**src/rtl/pll_regbank_pkg.sv**
```systemverilog
package pll_regbank_pkg;

  localparam int M_W    = 9;
  localparam int R_W    = 6;
  localparam int A_W    = 4;
  localparam int WORD_W = 1 + M_W + R_W + A_W;
  localparam int BYTE_W = 8;
  localparam int DM_W   = M_W - 2;
  localparam int DR_W   = R_W - 2;

  typedef struct packed {
    logic           pre_en;
    logic [M_W-1:0] m;
    logic [R_W-1:0] r;
    logic [A_W-1:0] a;
  } div_set_t;

  typedef enum logic [1:0] {
    LD_OFF = 2'd0,
    LD_BYTE = 2'd1,
    LD_SER = 2'd2,
    LD_DIR = 2'd3
  } load_mode_e;

  localparam int STB_SCLK = 0;
  localparam int STB_SWR  = 1;
  localparam int STB_HI   = 2;
  localparam int STB_MID  = 3;
  localparam int STB_LO   = 4;
  localparam int STB_N    = 5;

  function automatic div_set_t unpack_word(input logic [WORD_W-1:0] w);
    div_set_t s;
    s.r[R_W-1]     = w[WORD_W-1];
    s.r[R_W-2]     = w[WORD_W-2];
    s.m[M_W-1]     = w[WORD_W-3];
    s.m[M_W-2]     = w[WORD_W-4];
    s.pre_en       = w[WORD_W-5];
    s.m[DM_W-1:0]  = w[WORD_W-6 -: DM_W];
    s.r[DR_W-1:0]  = w[A_W +: DR_W];
    s.a            = w[A_W-1:0];
    return s;
  endfunction

endpackage

```
**src/rtl/strobe_sync.sv**
```systemverilog
module strobe_sync #(
  parameter int N      = 5,
  parameter int STAGES = 2
) (
  input  logic         clk,
  input  logic         rst,
  input  logic [N-1:0] raw,
  output logic [N-1:0] rise
);

  genvar g;
  generate
    for (g = 0; g < N; g++) begin : g_line
      logic [STAGES:0] pipe;
      always_ff @(posedge clk) begin
        if (rst) pipe <= '0;
        else     pipe <= {pipe[STAGES-1:0], raw[g]};
      end
      assign rise[g] = pipe[STAGES-1] & ~pipe[STAGES];
    end
  endgenerate

endmodule

```
**src/rtl/serial_shifter.sv**
```systemverilog
module serial_shifter #(
  parameter int W = 20
) (
  input  logic         clk,
  input  logic         rst,
  input  logic         shift_en,
  input  logic         bit_in,
  output logic [W-1:0] word_q,
  output logic [W-1:0] word_nxt
);

  always_comb begin
    word_nxt = word_q;
    if (shift_en) word_nxt = {word_q[W-2:0], bit_in};
  end

  always_ff @(posedge clk) begin
    if (rst) word_q <= '0;
    else     word_q <= word_nxt;
  end

endmodule

```
**src/rtl/div_reg_bank.sv**
```systemverilog
module div_reg_bank
  import pll_regbank_pkg::*;
(
  input  logic                 clk,
  input  logic                 rst,
  input  load_mode_e           mode,
  input  logic                 hi_p,
  input  logic                 mid_p,
  input  logic                 lo_p,
  input  logic [BYTE_W-1:0]    pdata,
  input  logic                 cap_p,
  input  logic [WORD_W-1:0]    cap_word,
  output div_set_t             prim_q,
  output div_set_t             sec_q
);

  div_set_t prim_d, sec_d;

  always_comb begin
    prim_d = prim_q;
    if (mode == LD_BYTE) begin
      if (hi_p) begin
        prim_d.r[R_W-1:R_W-2] = pdata[3:2];
        prim_d.m[M_W-1:M_W-2] = pdata[1:0];
      end
      if (mid_p) begin
        prim_d.pre_en        = pdata[BYTE_W-1];
        prim_d.m[DM_W-1:0]   = pdata[DM_W-1:0];
      end
      if (lo_p) begin
        prim_d.r[DR_W-1:0]   = pdata[BYTE_W-1 -: DR_W];
        prim_d.a             = pdata[A_W-1:0];
      end
    end
  end

  always_comb begin
    sec_d = sec_q;
    if (mode == LD_SER && cap_p) sec_d = unpack_word(cap_word);
  end

  always_ff @(posedge clk) begin
    if (rst) begin
      prim_q <= '0;
      sec_q  <= '0;
    end else begin
      prim_q <= prim_d;
      sec_q  <= sec_d;
    end
  end

endmodule

```
**src/rtl/div_out_sel.sv**
```systemverilog
module div_out_sel
  import pll_regbank_pkg::*;
(
  input  logic            clk,
  input  logic            rst,
  input  load_mode_e      mode,
  input  logic            sel_primary,
  input  div_set_t        prim,
  input  div_set_t        sec,
  input  logic            dir_pre_en,
  input  logic [DM_W-1:0] dir_m,
  input  logic [DR_W-1:0] dir_r,
  input  logic [A_W-1:0]  dir_a,
  output div_set_t        out_q
);

  div_set_t src;

  always_comb begin
    if (mode == LD_DIR) begin
      src.pre_en = dir_pre_en;
      src.m      = {2'b00, dir_m};
      src.r      = {2'b00, dir_r};
      src.a      = dir_a;
    end else if (sel_primary) begin
      src = prim;
    end else begin
      src = sec;
    end
  end

  always_ff @(posedge clk) begin
    if (rst) out_q <= '0;
    else     out_q <= src;
  end

endmodule

```
**src/rtl/pll_divider_regbank.sv**
```systemverilog
module pll_divider_regbank
  import pll_regbank_pkg::*;
#(
  parameter int SYNC_STAGES = 2
) (
  input  logic            clk,
  input  logic            rst,
  input  logic            enh,
  input  logic            bmode,
  input  logic            smode,
  input  logic            sclk,
  input  logic            sdata,
  input  logic            aux_wr,
  input  logic            ser_wr,
  input  logic            wr_hi,
  input  logic            wr_mid,
  input  logic            wr_lo,
  input  logic [7:0]      pdata,
  input  logic            sel_primary,
  input  logic            dir_pre_en,
  input  logic [6:0]      dir_m,
  input  logic [3:0]      dir_r,
  input  logic [3:0]      dir_a,
  output logic [8:0]      m_div,
  output logic [5:0]      r_div,
  output logic [3:0]      a_div,
  output logic            pre_en
);

  load_mode_e        mode;
  logic [STB_N-1:0]  raw_stb, rise_stb;
  logic [WORD_W-1:0] shift_q, shift_nxt;
  logic              shift_en;
  div_set_t          prim_q, sec_q, out_q;

  always_comb begin
    if (!enh)       mode = LD_OFF;
    else if (bmode) mode = LD_DIR;
    else if (smode) mode = LD_SER;
    else            mode = LD_BYTE;
  end

  always_comb begin
    raw_stb           = '0;
    raw_stb[STB_SCLK] = sclk;
    raw_stb[STB_SWR]  = ser_wr;
    raw_stb[STB_HI]   = wr_hi;
    raw_stb[STB_MID]  = wr_mid;
    raw_stb[STB_LO]   = wr_lo;
  end

  strobe_sync #(.N(STB_N), .STAGES(SYNC_STAGES)) i_sync (
    .clk  (clk),
    .rst  (rst),
    .raw  (raw_stb),
    .rise (rise_stb)
  );

  assign shift_en = (mode == LD_SER) && !aux_wr && rise_stb[STB_SCLK];

  serial_shifter #(.W(WORD_W)) i_shift (
    .clk      (clk),
    .rst      (rst),
    .shift_en (shift_en),
    .bit_in   (sdata),
    .word_q   (shift_q),
    .word_nxt (shift_nxt)
  );

  div_reg_bank i_bank (
    .clk      (clk),
    .rst      (rst),
    .mode     (mode),
    .hi_p     (rise_stb[STB_HI]),
    .mid_p    (rise_stb[STB_MID]),
    .lo_p     (rise_stb[STB_LO]),
    .pdata    (pdata),
    .cap_p    (rise_stb[STB_SWR]),
    .cap_word (shift_nxt),
    .prim_q   (prim_q),
    .sec_q    (sec_q)
  );

  div_out_sel i_out (
    .clk         (clk),
    .rst         (rst),
    .mode        (mode),
    .sel_primary (sel_primary),
    .prim        (prim_q),
    .sec         (sec_q),
    .dir_pre_en  (dir_pre_en),
    .dir_m       (dir_m),
    .dir_r       (dir_r),
    .dir_a       (dir_a),
    .out_q       (out_q)
  );

  assign m_div  = out_q.m;
  assign r_div  = out_q.r;
  assign a_div  = out_q.a;
  assign pre_en = out_q.pre_en;

endmodule

```
**config.mk**
```make
export PLATFORM = sky130hd
export DESIGN_NAME = pll_divider_regbank
export DESIGN_NICKNAME = d
export VERILOG_FILES = /design/src/rtl/pll_regbank_pkg.sv /design/src/rtl/strobe_sync.sv /design/src/rtl/serial_shifter.sv /design/src/rtl/div_reg_bank.sv /design/src/rtl/div_out_sel.sv /design/src/rtl/pll_divider_regbank.sv
export SDC_FILE = /design/constraint.sdc
export NUM_CORES = 1
export LEC_CHECK = 0
export BUFFER_PORTS_ARGS = -buffer_cell sky130_fd_sc_hd__buf_2
export CORE_UTILIZATION = 54
export CTS_CLUSTER_SIZE = 30
export DETAILED_ROUTE_END_ITERATION = 8
export PLACE_DENSITY = 0.77
export SYNTH_ARGS = -nofsm -noshare
export SYNTH_HDL_FRONTEND = slang
export SYNTH_SLANG_ARGS = --single-unit
```
**constraint.sdc**
```tcl
create_clock -name clk -period 2.8 [get_ports clk]
set_input_delay 0.14 -clock clk [delete_from_list [all_inputs] [get_ports clk]]
set_output_delay 0.14 -clock clk [all_outputs]
set_load 0.01 [all_outputs]
```
Word-level counts from Yosys, hierarchy flattened
Cells that the tools add are included.
{"block": "totals", "wordCells": 49, "input_bits": 37, "regBits": 95, "out_inout_bits": 20}
{"block": "op_classes", "eq_ne": 3, "n_mux": 6, "n_reduce_logical": 8, "n_bitwise": 10}
{"op": "$mux 20", "count": 3}
{"op": "$mux 2", "count": 3}
{"op": "$reduce_and 2->1", "count": 3}
{"op": "$and 1x1->1", "count": 5}
{"op": "$not 1->1", "count": 5}
{"op": "$eq 2x2->1 const B", "count": 2}
{"op": "$logic_and 1x1->1", "count": 3}
{"op": "$eq 2x1->1 const B", "count": 1}
{"op": "$reduce_or 2->1", "count": 1}
{"op": "$logic_not 1->1", "count": 1}

Longest topological paths before layout
Gate-level depths: netlist of the first run.
{"block": "depth", "ltp_word": 7, "mapped_depth": 4, "depth_no_buf": 3}

By module
From an unflattened synthesis of the first run, not the netlist that was laid out.
{"block": "unflattened", "cells_unflattened": 356, "area_unflattened_um2": 4111.4}
{"module": "div_reg_bank", "cells_each": 166, "n_inst": 1, "area_per_inst_um2": 1740.4, "seq_area_each_um2": 800.8}
{"module": "div_out_sel", "cells_each": 85, "n_inst": 1, "area_per_inst_um2": 1017.2, "seq_area_each_um2": 400.4}
{"module": "serial_shifter", "cells_each": 64, "n_inst": 1, "area_per_inst_um2": 855.8, "seq_area_each_um2": 400.4}
{"module": "strobe_sync", "cells_each": 36, "n_inst": 1, "area_per_inst_um2": 464.2, "seq_area_each_um2": 300.3}
{"module": "pll_divider_regbank", "cells_each": 5, "n_inst": 1, "area_per_inst_um2": 33.8, "seq_area_each_um2": 0.0}

Worst setup path after synthesis of the first run
No wires, ideal clock.
{"block": "synth_path", "path_kind": "register to register", "startpoint": "register i_sync.g_line[0].pipe[1]", "endpoint": "register i_bank.sec_q[0] (netlist name)", "arrival_ps": 1365, "path_slack_ps": 1344, "synth_period_minus_slack_ps": 1456, "setup_ps": 91, "stages_incl_launch_ff": 5, "required_time_ps": 2709, "path_buffers": 1, "cell_sequence": "dfxtp_1 > or3b_4 > buf_6 > or3_1 > a311oi_1"}
{"block": "synth_via", "elab_chain_cells": 3}
{"element": "start, declared", "line_no": "strobe_sync.sv:14", "source": "logic [STAGES:0] pipe;"}
{"element": "start signal, assigned", "line_no": "strobe_sync.sv:17", "source": "else pipe <= {pipe[STAGES-1:0], raw[g]};"}
{"element": "$and 1x1->1", "line_no": "strobe_sync.sv:19", "source": "assign rise[g] = pipe[STAGES-1] & ~pipe[STAGES];"}
{"element": "$logic_and 1x1->1", "line_no": "pll_divider_regbank.sv:59", "source": "assign shift_en = (mode == LD_SER) && !aux_wr && rise_stb[STB_SCLK];"}
{"element": "$mux 20", "line_no": "serial_shifter.sv:14", "source": "if (shift_en) word_nxt = {word_q[W-2:0], bit_in};"}
Every way passes these cells.
A chain may end at the register's enable or synchronous reset.

Final worst setup path of the first run
{"block": "layout_path", "startpoint": "register i_sync.g_line[1].pipe[1]", "endpoint": "register i_bank.sec_q[6] (netlist name)"}
{"block": "layout_via", "elab_chain_cells": 2}
{"element": "start, declared", "line_no": "strobe_sync.sv:14"}
{"element": "start signal, assigned", "line_no": "strobe_sync.sv:17"}
{"element": "$and 1x1->1", "line_no": "strobe_sync.sv:19"}
{"element": "$logic_and 1x1->1", "line_no": "div_reg_bank.sv:39", "source": "if (mode == LD_SER && cap_p) sec_d = unpack_word(cap_word);"}
Every way passes these cells.

==> results.md, run 1 <==
* Syn nets at roughly 430
* Starting density of the core at a little under three fifths
* Area after detailed placement at 3900 um2
* Clock sink total at 95
* DIE AREA at about 7100 um2
* Worst hold stages at 3
* CP Cell Sequence: nor2b_1, buf_4, and2_1, a311oi_1
* Arrival time of data at the critical path endpoint at about 1.9 ns
* Layout cells sized above 1 at 17.8%
* Number of slew-limit violations in the final report at 0
* Slowest stage cell, crit path: sky130_fd_sc_hd__and2_1
* Number of synthesis warnings at 0
* Post-synth design cell area at 3630 um2
* Hold Fails Final Rpt at 0
* Actual transition at the worst max-transition pin at around 0.92 ns
* Worst slack on hold paths at 0.0531 ns
* Worst Clk Skew at 0.00947 ns
* CP max stage delay at 0.64 ns
* Area Growth Syn to Fin at 15.0%
* Buffers plus inverters on the worst setup path at 1
* Sum of net half-perimeters after detailed placement at about 5.0 mm
* Critical path depth in cells at 4
* Detailed-route wire length at 7.47 mm
* Data required, critical path at 3.00 ns
* Final cell utilization of the core at between 60 and 70%
* Type of origin of the critical path: flip-flop
* Wire length of the first global-routing pass at 12.3 mm
* CTS tree: yes
* Number of distinct library cells after synthesis at 25
* Antenna cells at 0
* Via count of the first global-routing pass at about 2700
* Largest buffer count on any clock path at 2
* Antenna violations before repair at 0
* Final Instance Area at 4170 um2
* Class of the most critical hold timing path: in2reg
* Avg Inst Size Synth at 9.14 um2
* Drc violations at 18
* Time the worst path needs with I/O delays and setup at 1.71 ns
* Largest area contributor in the synthesized netlist: sky130_fd_sc_hd__dfxtp_1
* Gate count of the mapped netlist at 397
* Portion of the clock cycle consumed by the worst path in the final layout at 60.9%
* Remaining antenna violation count after routing at 0
* Status: finished with violations
* Number of primary I/O pins at 57
* Max Freq at between 500 and 600 MHz
* Root cell of the clock tree: sky130_fd_sc_hd__clkbuf_8
* Cell area power density at 604 nW/um2
* Leading register cell type out of synthesis: sky130_fd_sc_hd__dfxtp_1
* Total Neg Setup Slack at 0 ns
* Static power due to leakage at 1.51 nW
* Per-cell via count in the routed design at 5.69
* Vias post-DR at between 2000 and 3000
* Total clock buffers created by CTS at 9
* Worst reg2reg path depth at 4
* Clock insertion delay at the later pin of the skew report at about 0.36 ns
* Type of the worst setup path: reg2reg
* Failing checks: design-rule violations
* H-Tree Depth at 3
* Share of synthesized registers carrying an async set or reset at 0%
* Top delay family on crit path: simple AND/OR/NAND/NOR gates
* Cell Rows at 29
* CTS clock-pin slew for the worst setup and hold paths at 0.09 ns
* Crit path launch: i_sync.g_line[1].pipe[1]$_SDFF_PP0_
* Area fraction of the dominant cell type after synthesis at 52.4%
* Top-count cell post-synth: sky130_fd_sc_hd__dfxtp_1
* Die outline width at about 84 um
* Quantity of I/O buffers inserted on ports at 56
* Post-cts repair resize count at 0
* Core outline area at around 6400 um2
* Final weighted congestion in routability-driven placement at 0.773
* Reg2reg start: i_sync.g_line[1].pipe[1]$_SDFF_PP0_
* Synth area leaders: sky130_fd_sc_hd__dfxtp_1 (52%), sky130_fd_sc_hd__a21oi_1 (8.3%), sky130_fd_sc_hd__mux2i_1 (5.5%), sky130_fd_sc_hd__a311oi_1 (4.8%), sky130_fd_sc_hd__o21ai_1 (4.8%)
* Die Height at 84.0 um
* Number of DRC markers in iteration 0 at approximately 160
* Top cells by instance count after synthesis: sky130_fd_sc_hd__dfxtp_1 (95), sky130_fd_sc_hd__a21oi_1 (60), sky130_fd_sc_hd__o21ai_1 (35), sky130_fd_sc_hd__clkbuf_1 (28)
* Max-Cap Viols at 0
* Proportion of synthesized chip area in sequential cells at 52.4%
* Type of destination of the critical path: flip-flop
* VDD IR max at 0.285 mV
* Worst Path Max Fanout at 21
* Congestion Overflow GR at 0
* Setup repair after global routing missed its margin: no
* Number of optimization iterations in the first detailed-route pass at 8
* Worst slew margin relative to its limit at 38.3%
* Total global-route track usage at 22.1%
* Net count, final at roughly 480
* Register bit count reported by yosys at 95
* Post-detailed-route wirelength per cell at 14.4 um
* Worst Min Path Start: pdata[6]
* Number of flops mapped to enable cells by yosys at 0
* Final setup violation count at 0
* Maximum number of pins on one net before global-route repair at 49
* PnR Total Power at 2.52 mW
-- layout by cell type (no fill, tap or decap), types with 4 or more instances in the layout --
| cell type | count |
|---|---|
| sky130_fd_sc_hd__o21ai_0 | 5 |
| sky130_fd_sc_hd__nor2_1 | 16 |
| sky130_fd_sc_hd__or3_1 | 20 |
| sky130_fd_sc_hd__dfxtp_1 | 95 |
| sky130_fd_sc_hd__buf_4 | 6 |
| sky130_fd_sc_hd__o21ai_1 | 35 |
| sky130_fd_sc_hd__dlygate4sd3_1 | 5 |
| sky130_fd_sc_hd__buf_2 | 56 |
| sky130_fd_sc_hd__nor3_1 | 4 |
| sky130_fd_sc_hd__inv_1 | 20 |
| sky130_fd_sc_hd__nor2b_1 | 19 |
| sky130_fd_sc_hd__a211oi_1 | 16 |
| sky130_fd_sc_hd__a311oi_1 | 20 |
| sky130_fd_sc_hd__nand3_1 | 20 |
| sky130_fd_sc_hd__mux2i_1 | 20 |
| sky130_fd_sc_hd__a21oi_1 | 60 |
| sky130_fd_sc_hd__clkbuf_8 | 10 |
-- worst register-to-register path: stages, from the launching register on --
cell	delay, ns
sky130_fd_sc_hd__dfxtp_1	0.32
sky130_fd_sc_hd__nor2b_1	0.12
sky130_fd_sc_hd__buf_4	0.25
sky130_fd_sc_hd__and2_1	0.65
sky130_fd_sc_hd__a311oi_1	0.19
-- what timing repair did --
item	in CTS	in global routing
hold buffers	5	0
hold endpoints to repair	5	0
buffers inserted	0	0
-- sequential cells by signal, indices dropped and copies added (netlist names) --
signal              count
i_sync.g_line.pipe     15
i_shift.word_q         20
i_bank.prim_q          20
i_bank.sec_q           20
i_out.out_q            20
-- logic make-up after synthesis --
group	after synthesis	synth area share, %
simple gates	90	13.9
compound gates	136	21.9
flops	95	52.4
buf+inv	56	6.31
mux	20	5.52
-- routing by layer --
layer	track usage, %	part of all wire [%]
met4	9.56	1.6
met3	4.25	5.8
met2	35.6	47
met5	0	0
met1	28.9	46
-- area by class of cell --
cell class              count  area, um2
clock buffers              10        138
clock inverters             5       82.6
fillers                   560       2250
inverters                  20       75.1
multi-input cells         246       1500
flip-flops and latches     95       1900
well taps                  77       96.3
repair buffers             67        375
-- where the power goes --
group / internal, mW / leakage, nW / switching [mW]
Clock: 0.522 / 0.101 / 0.458
Sequential: 1.37 / 0.770 / 0.00885
Combinational: 0.0619 / 0.640 / 0.0969
Total: 1.96 / 1.51 / 0.564
-- through the flow --
stage          instances  worst slack [ns]
4_1_cts              520              1.08
5_1_grt              520             0.945
2_1_floorplan        397              1.34
6_report             520              1.09
3_5_place_dp         500              1.11
3_3_place_gp         500              1.15
-- final timing paths --
path | to | slack, ns
worst max-delay path | i_bank.sec_q[6]$_SDFFE_PP0P_ | 1.09
worst min-delay path | i_bank.prim_q[16]$_SDFFE_PP0P_ | 0.05
worst max register to register | i_bank.sec_q[6]$_SDFFE_PP0P_ | 1.09
worst min register to register | i_sync.g_line[1].pipe[1]$_SDFF_PP0_ | 0.45
(Power assumes the default switching activity.)
==> run 2, diff against run 1 <==
ABC_AREA = 1   (was not set)
CORE_UTILIZATION = 50   (was 54)
PLACE_DENSITY = 0.75   (was 0.77)
clock period = 1.4 ns   (was 2.8 ns; I/O delays follow)
==> run 2 against run 1 <==
The flow now finishes without violations. Die area rose by 7.4%. First-iteration DRC count fell by 15%. Setup slack got worse by 0.90 ns. Critical path depth rose by 1. Sequential cell count did not move. Final area rose by 6.0%. Synthesized area fell by 0.41%. Non-clock buffer count rose by 16. Synthesized cell count rose by 22%. Routed wire length rose by 5.1%.
==> results.md, run 2 <==
* Pre-CTS worst setup slack at 0.0656 ns (-1.05 ns)
* DIE AREA at 7570 um2 (+7.4%)
* Worst Clk Skew at 0.00866 ns (-0.000802 ns)
* NetSw at 1.15 mW (+100%)
* Actual transition at the worst max-transition pin at 0.719 ns (-0.205 ns)
* Synth area leaders: sky130_fd_sc_hd__dfxtp_1 (53%), sky130_fd_sc_hd__nand2_1 (12%), sky130_fd_sc_hd__nor2_1 (10%), sky130_fd_sc_hd__a21oi_1 (5.5%), sky130_fd_sc_hd__inv_1 (5.2%)
* Largest buffer count on any clock path at 2 (unchanged)
* H-Tree Depth at 3 (unchanged)
* Area Growth Syn to Fin at 22.3%
* Gate count of the mapped netlist at 483 (+22%)
* Vias post-DR at 3081 (+4.1%)
* Final setup violation count at 0 (unchanged)
* Clock insertion delay at the later pin of the skew report at 0.36 ns (about the same)
* Maximum number of pins on one net before global-route repair at 56 (+14%)
* Clock network fraction of design power at 39.4% (+0.5 points)
* Number of DRC markers in iteration 0 at 137 (-15%)
* Avg Inst Size Synth at 7.48 um2 (-18%)
* Drc violations at 0 (-18)
* Post-cts repair resize count at 0 (unchanged)
* Logic pwr share at 6.9% (+0.6 points)
* Number of slew-limit violations in the final report at 0 (unchanged)
* VDD IR max at 0.532 mV (+87%)
* Most common cell after layout, fill and taps aside: sky130_fd_sc_hd__nand2_1
* Data required, critical path at 1.70 ns (-1.30 ns)
* Portion of the clock cycle consumed by the worst path in the final layout at 86.1% (+25 points)
* Die outline width at 87.0 um (+3.6%)
* Final cell utilization of the core at 64.0% (-0.95 points)
* Share of synthesized registers carrying an async set or reset at 0% (unchanged)
* Max Freq at 830 MHz (+41%)
* Core outline area at 6910 um2 (+7.5%)
* Per-cell via count in the routed design at 4.71 (-17%)
* Net count, final at 590 (+24%)
* Class of the most critical hold timing path: in2reg
* Sum of net half-perimeters after detailed placement at 5.00 mm (+0.39%)
* Detailed-route wire length at 7.86 mm (+5.1%)
* Setup repair after global routing missed its margin: no
* Time the worst path needs with I/O delays and setup at 1.21 ns (-0.499 ns)
* Layout cells sized above 1 at 15.4% (-2.4 points)
* Number of synthesis warnings at 0 (unchanged)
* Final weighted congestion in routability-driven placement at 0.798 (+3.2%)
* Max-Cap Viols at 0 (unchanged)
* Worst slew margin relative to its limit at 51.8% (+14 points)
* Filler-free cell count of the finished design at 654 (+26%)
* Top cells by instance count after synthesis: sky130_fd_sc_hd__nand2_1 (115), sky130_fd_sc_hd__nor2_1 (100), sky130_fd_sc_hd__dfxtp_1 (95), sky130_fd_sc_hd__inv_1 (50), sky130_fd_sc_hd__a21oi_1 (40)
* Total internal power at 4.03 mW (+110%)
* Number of flops mapped to enable cells by yosys at 0 (unchanged)
* Post-detailed-route wirelength per cell at 12.0 um (-16%)
* Cell area power density at 1170 nW/um2 (+94%)
* Syn nets at 520 (+20%)
* Area fraction of the dominant cell type after synthesis at 52.6% (+0.22 points)
* Die Height at 87.0 um (+3.6%)
* Setup slack of the critical path after layout at 0.194 ns (-0.901 ns)
* Post-synth design cell area at 3610 um2 (-0.41%)
* Quantity of I/O buffers inserted on ports at 56 (unchanged)
* Congestion Overflow GR at 0 (unchanged)
* Via count of the first global-routing pass at 2826 (+6.3%)
* Number of distinct library cells after synthesis at 17 (-32%)
* Remaining antenna violation count after routing at 0 (unchanged)
* Total Neg Setup Slack at 0 ns (unchanged)
* Type of origin of the critical path: flip-flop
* Total global-route track usage at 22.0% (-0.12 points)
* Largest area contributor in the synthesized netlist: sky130_fd_sc_hd__dfxtp_1
* Wire length of the first global-routing pass at 12.7 mm (+2.9%)
* Status: completed
* Top-count cell post-synth: sky130_fd_sc_hd__nand2_1
* Static power due to leakage at 2.02 nW (+34%)
* Type of destination of the critical path: flip-flop
* CTS clock-pin slew for the worst setup and hold paths at 0.09 ns (about the same)
* Register bit count reported by yosys at 95 (unchanged)
* Number of primary I/O pins at 57 (unchanged)
* Antenna violations before repair at 0 (unchanged)
* Root cell of the clock tree: sky130_fd_sc_hd__clkbuf_8
* Cell Rows at 30 (+3.4%)
* Clock sink total at 95 (unchanged)
* Proportion of synthesized chip area in sequential cells at 52.6% (+0.22 points)
* Total instance count after detailed placement at 620 (+24%)
* Type of the worst setup path: reg2reg
* Starting density of the core at 52.3% (-4.2 points)
* Fill cell instance count of the final layout at 602 (+7.5%)
* Leading register cell type out of synthesis: sky130_fd_sc_hd__dfxtp_1
* Total clock buffers created by CTS at 9 (unchanged)
* Hold Fails Final Rpt at 0 (unchanged)
* Antenna cells at 0 (unchanged)
* Worst Path Max Fanout at 11 (-48%)
* Switching share of power at 22.2% (-0.21 points)
* Arrival time of data at the critical path endpoint at 1.50 ns (-0.40 ns)
* CTS tree: yes
* Highest-count cells in the layout ignoring fill and taps: sky130_fd_sc_hd__nand2_1 (115), sky130_fd_sc_hd__nor2_1 (99), sky130_fd_sc_hd__dfxtp_1 (95)
* Number of optimization iterations in the first detailed-route pass at 4 (-4)
* Sequential share of power at 53.7% (-1.1 points)
-- run 2: repair_timing --
item                                    4_1_cts  5_1_grt
endpoints found under the setup margin        0        0
endpoints found under the hold margin        18        0
hold buffers                                 18        0
buffers inserted                              0        0
-- run 2: metal layers --
metal  vias up  wire [um]  GRT usage, %
met2        80       3640          35.4
li1       1626          -             -
met5         -          0             0
met3        15        355          3.89
met1      1360       3690          28.5
met4         0        170          10.8
-- run 2: path summary, 6_finish.rpt --
path	depth (start not counted)	slack [ns]	start	endpoint
setup / recovery	5	0.19	i_sync.g_line[4].pipe[1]$_SDFF_PP0_	i_bank.prim_q[7]$_SDFFE_PP0P_
hold / removal	3	0.02	dir_r[3]	i_out.out_q[7]$_SDFF_PP0_
setup reg to reg	5	0.19	i_sync.g_line[4].pipe[1]$_SDFF_PP0_	i_bank.prim_q[7]$_SDFFE_PP0P_
hold reg to reg	2	0.41	i_sync.g_line[1].pipe[0]$_SDFF_PP0_	i_sync.g_line[1].pipe[1]$_SDFF_PP0_
-- run 2: layout make-up --
| cell class | count | area, um2 | area share (%) |
|---|---|---|---|
| clock inverter | 4 | 77.6 | 1.75 |
| clock buffer | 12 | 155 | 3.51 |
| multi-input combinational | 313 | 1410 | 31.9 |
| timing repair buffer | 83 | 566 | 12.8 |
| tap | 96 | 120 | 2.72 |
| sequential | 95 | 1900 | 43.0 |
| inverter | 51 | 191 | 4.33 |
-- run 2: cells by family after synthesis --
family          after synthesis  synth area share, %
buf+inv                      75                 8.45
simple gates                241                 26.8
compound gates               56                 7.75
mux                          16                 4.43
flops                        95                 52.6
-- run 2: through the flow --
stage	hold slack [ns]	total power, mW	instance area (um2)
global route	0.0167	5.36	4420
detailed placement	0.278	3.16	4010
floorplan	0.177	3.03	3610
finish	0.0160	5.18	4420
global placement	0.268	3.15	4010
CTS	0.00152	5.20	4420
-- run 2: power by group through the flow --
stage          logic (mW)  clock network, mW  registers (mW)
6_report            0.359               2.04            2.78
4_1_cts             0.355               2.07            2.78
3_3_place_gp        0.308                  0            2.84
5_1_grt             0.400               2.18            2.79
3_5_place_dp        0.313                  0            2.84
2_1_floorplan       0.178                  0            2.85
-- run 2: critical path: stages (launching register included) --
cell	delay, ns
sky130_fd_sc_hd__dfxtp_1	0.33
sky130_fd_sc_hd__inv_1	0.07
sky130_fd_sc_hd__nor3_4	0.37
sky130_fd_sc_hd__buf_4	0.22
sky130_fd_sc_hd__nor2_1	0.04
sky130_fd_sc_hd__nor2_1	0.11
==> run 3, diff against run 2 <==
CORE_UTILIZATION = 35   (was 50)
PLACE_DENSITY = not set   (was 0.75)
==> run 3 against run 2 <==
Largest cell class unchanged. Largest power group unchanged. Worst hold slack better by 0.014 ns. Non-clock buffer count up 2. Clock power about the same. Combinational power up 4%. Die area up 42%. Critical path type unchanged. Fmax up 0.56%. Critical endpoint is now i_bank.sec_q[13]$_SDFFE_PP0P_. Highest routed layer unchanged.
==> results.md, run 3 (synthesized netlist as in run 2, its figures left out) <==
* Status: completed
* Remaining antenna violation count after routing at 0 (unchanged)
* Pre-CTS worst setup slack at 0.221 ns (+0.155 ns)
* CTS hold repair buffers at 20 (+2)
* Most common cell type on the critical path: sky130_fd_sc_hd__nand2_1
* PnR Total Power at 5.19 mW (+0.22%)
* Portion of the clock cycle consumed by the worst path in the final layout at 85.6% (-0.48 points)
* Number of optimization iterations in the first detailed-route pass at 4 (unchanged)
* Max Freq at 834 MHz (+0.56%)
* Post-cts repair resize count at 0 (unchanged)
* Hold Fails Final Rpt at 0 (unchanged)
* Drc violations at 0 (unchanged)
* Congestion Overflow GR at 0 (unchanged)
* Worst Clk Skew at 0.0110 ns (+0.00236 ns)
* Vias post-DR at 3052 (-0.94%)
* Setup repair after global routing missed its margin: no
* Number of DRC markers in iteration 0 at 206 (+50%)
* Static power due to leakage at 2.03 nW (+0.39%)
* Setup slack of the critical path after layout at 0.201 ns (+0.00670 ns)
* Actual transition at the worst max-transition pin at 0.468 ns (-0.251 ns)
* CP Cell Sequence: inv_1, nand2_1, nor2_1, nand2_1, buf_4, nand2_1, nand3_1, nand2_1, inv_1
* CTS clock-pin slew for the worst setup and hold paths at 0.10 ns (about the same)
* Starting density of the core at 36.5% (-16 points)
* Core outline area at 9910 um2 (+43%)
* Total Neg Setup Slack at 0 ns (unchanged)
* Final weighted congestion in routability-driven placement at 0.778 (-2.5%)
* Largest buffer count on any clock path at 2 (unchanged)
* Wire length of the first global-routing pass at 13.1 mm (+3.0%)
* Net count, final at 592 (+0.34%)
* VDD IR max at 0.498 mV (-6.4%)
* Highest-count cells in the layout ignoring fill and taps: sky130_fd_sc_hd__nand2_1 (115), sky130_fd_sc_hd__nor2_1 (99), sky130_fd_sc_hd__dfxtp_1 (95)
* CTS tree: yes
* Number of primary I/O pins at 57 (unchanged)
* Total clock buffers created by CTS at 9 (unchanged)
* Final setup violation count at 0 (unchanged)
* Quantity of I/O buffers inserted on ports at 56 (unchanged)
* Layout cells sized above 1 at 15.5% (+0.12 points)
* Area after detailed placement at 4080 um2 (+1.8%)
* Time the worst path needs with I/O delays and setup at 1.20 ns (-0.00670 ns)
* Slowest stage cell, crit path: sky130_fd_sc_hd__dfxtp_1
* Via count of the first global-routing pass at 2848 (+0.78%)
* Die outline width at 104 um (+19%)
* H-Tree Depth at 3 (unchanged)
* Type of origin of the critical path: flip-flop
* Sum of net half-perimeters after detailed placement at 5.08 mm (+1.5%)
* Data required, critical path at 1.67 ns (-0.03 ns)
* Arrival time of data at the critical path endpoint at 1.47 ns (-0.03 ns)
* Fill cell instance count of the final layout at 982 (+63%)
* Number of slew-limit violations in the final report at 0 (unchanged)
* Final Instance Area at 4510 um2 (+2.0%)
* Detailed-route wire length at 7.71 mm (-1.9%)
* Total global-route track usage at 15.2% (-6.8 points)
* Cell Rows at 36 (+20%)
* Cell area power density at 1150 nW/um2 (-1.7%)
* Worst Path Max Fanout at 20 (+9)
* Clock sink total at 95 (unchanged)
* Most common cell after layout, fill and taps aside: sky130_fd_sc_hd__nand2_1
* Per-cell via count in the routed design at 4.40 (-6.5%)
* Antenna cells at 0 (unchanged)
* Die Height at 104 um (+19%)
* DIE AREA at 10700 um2 (+42%)
* Root cell of the clock tree: sky130_fd_sc_hd__clkbuf_8
* Antenna violations before repair at 0 (unchanged)
* CP max stage delay at 0.32 ns (-0.05 ns)
* Post-detailed-route wirelength per cell at 11.1 um (-7.4%)
* Type of destination of the critical path: flip-flop
* Class of the most critical hold timing path: in2reg
* Type of the worst setup path: reg2reg
* Final cell utilization of the core at 45.5% (-19 points)
* Max-Cap Viols at 0 (unchanged)
* Worst slew margin relative to its limit at 68.6% (+17 points)
* Maximum number of pins on one net before global-route repair at 56 (unchanged)
* Clock insertion delay at the later pin of the skew report at 0.37 ns (about the same)
* Area Growth Syn to Fin at 24.7%
* Post-CTS setup buffer count at 0 (unchanged)
[run 3: cell type report]
type	instances	area (um2)	share of cell area, %
Clock inverter	6	91.3	2.03
Tap cell	133	166	3.69
Timing Repair Buffer	85	611	13.5
Sequential cell	95	1900	42.2
Inverter	51	191	4.25
Clock buffer	10	138	3.05
Multi-Input combinational cell	313	1410	31.3
[run 3: worst paths after layout]
check	from	to	slack (ns)	depth (start not counted)
worst max-delay path	i_sync.g_line[0].pipe[2]$_SDFF_PP0_	i_bank.sec_q[13]$_SDFFE_PP0P_	0.20	9
worst min register to register	i_sync.g_line[3].pipe[0]$_SDFF_PP0_	i_sync.g_line[3].pipe[1]$_SDFF_PP0_	0.41	2
worst min-delay path	pdata[5]	i_bank.prim_q[5]$_SDFFE_PP0P_	0.03	5
worst max register to register	i_sync.g_line[0].pipe[2]$_SDFF_PP0_	i_bank.sec_q[13]$_SDFFE_PP0P_	0.20	9
[run 3: where the power goes]
part / internal [mW] / switching, mW / total, mW / leakage (nW)
logic: 0.174 / 0.200 / 0.374 / 1.15
clock network: 1.06 / 0.975 / 2.04 / 0.105
registers: 2.76 / 0.0204 / 2.78 / 0.771
total: 3.99 / 1.20 / 5.19 / 2.03
[run 3: metrics by stage]
stage               hold WS (ns)  std cells
detailed placement         0.278        657
global route              0.0258        693
finish                    0.0302        693
global placement           0.269        657
CTS                       0.0211        693
floorplan                  0.177        483
[run 3: layer usage]
metal	track usage [%]	routed length [um]	share of wire (%)
met3	3.21	374	4.9
met1	19.7	3780	49
met2	24.4	3410	44
met5	0	0	0
met4	6.83	138	1.8
[run 3: critical path, delay by kind of cell, from the launching register on]
kind	cells	cell delay, ns
simple gates	6	0.49
flops	1	0.32
buf+inv	3	0.28
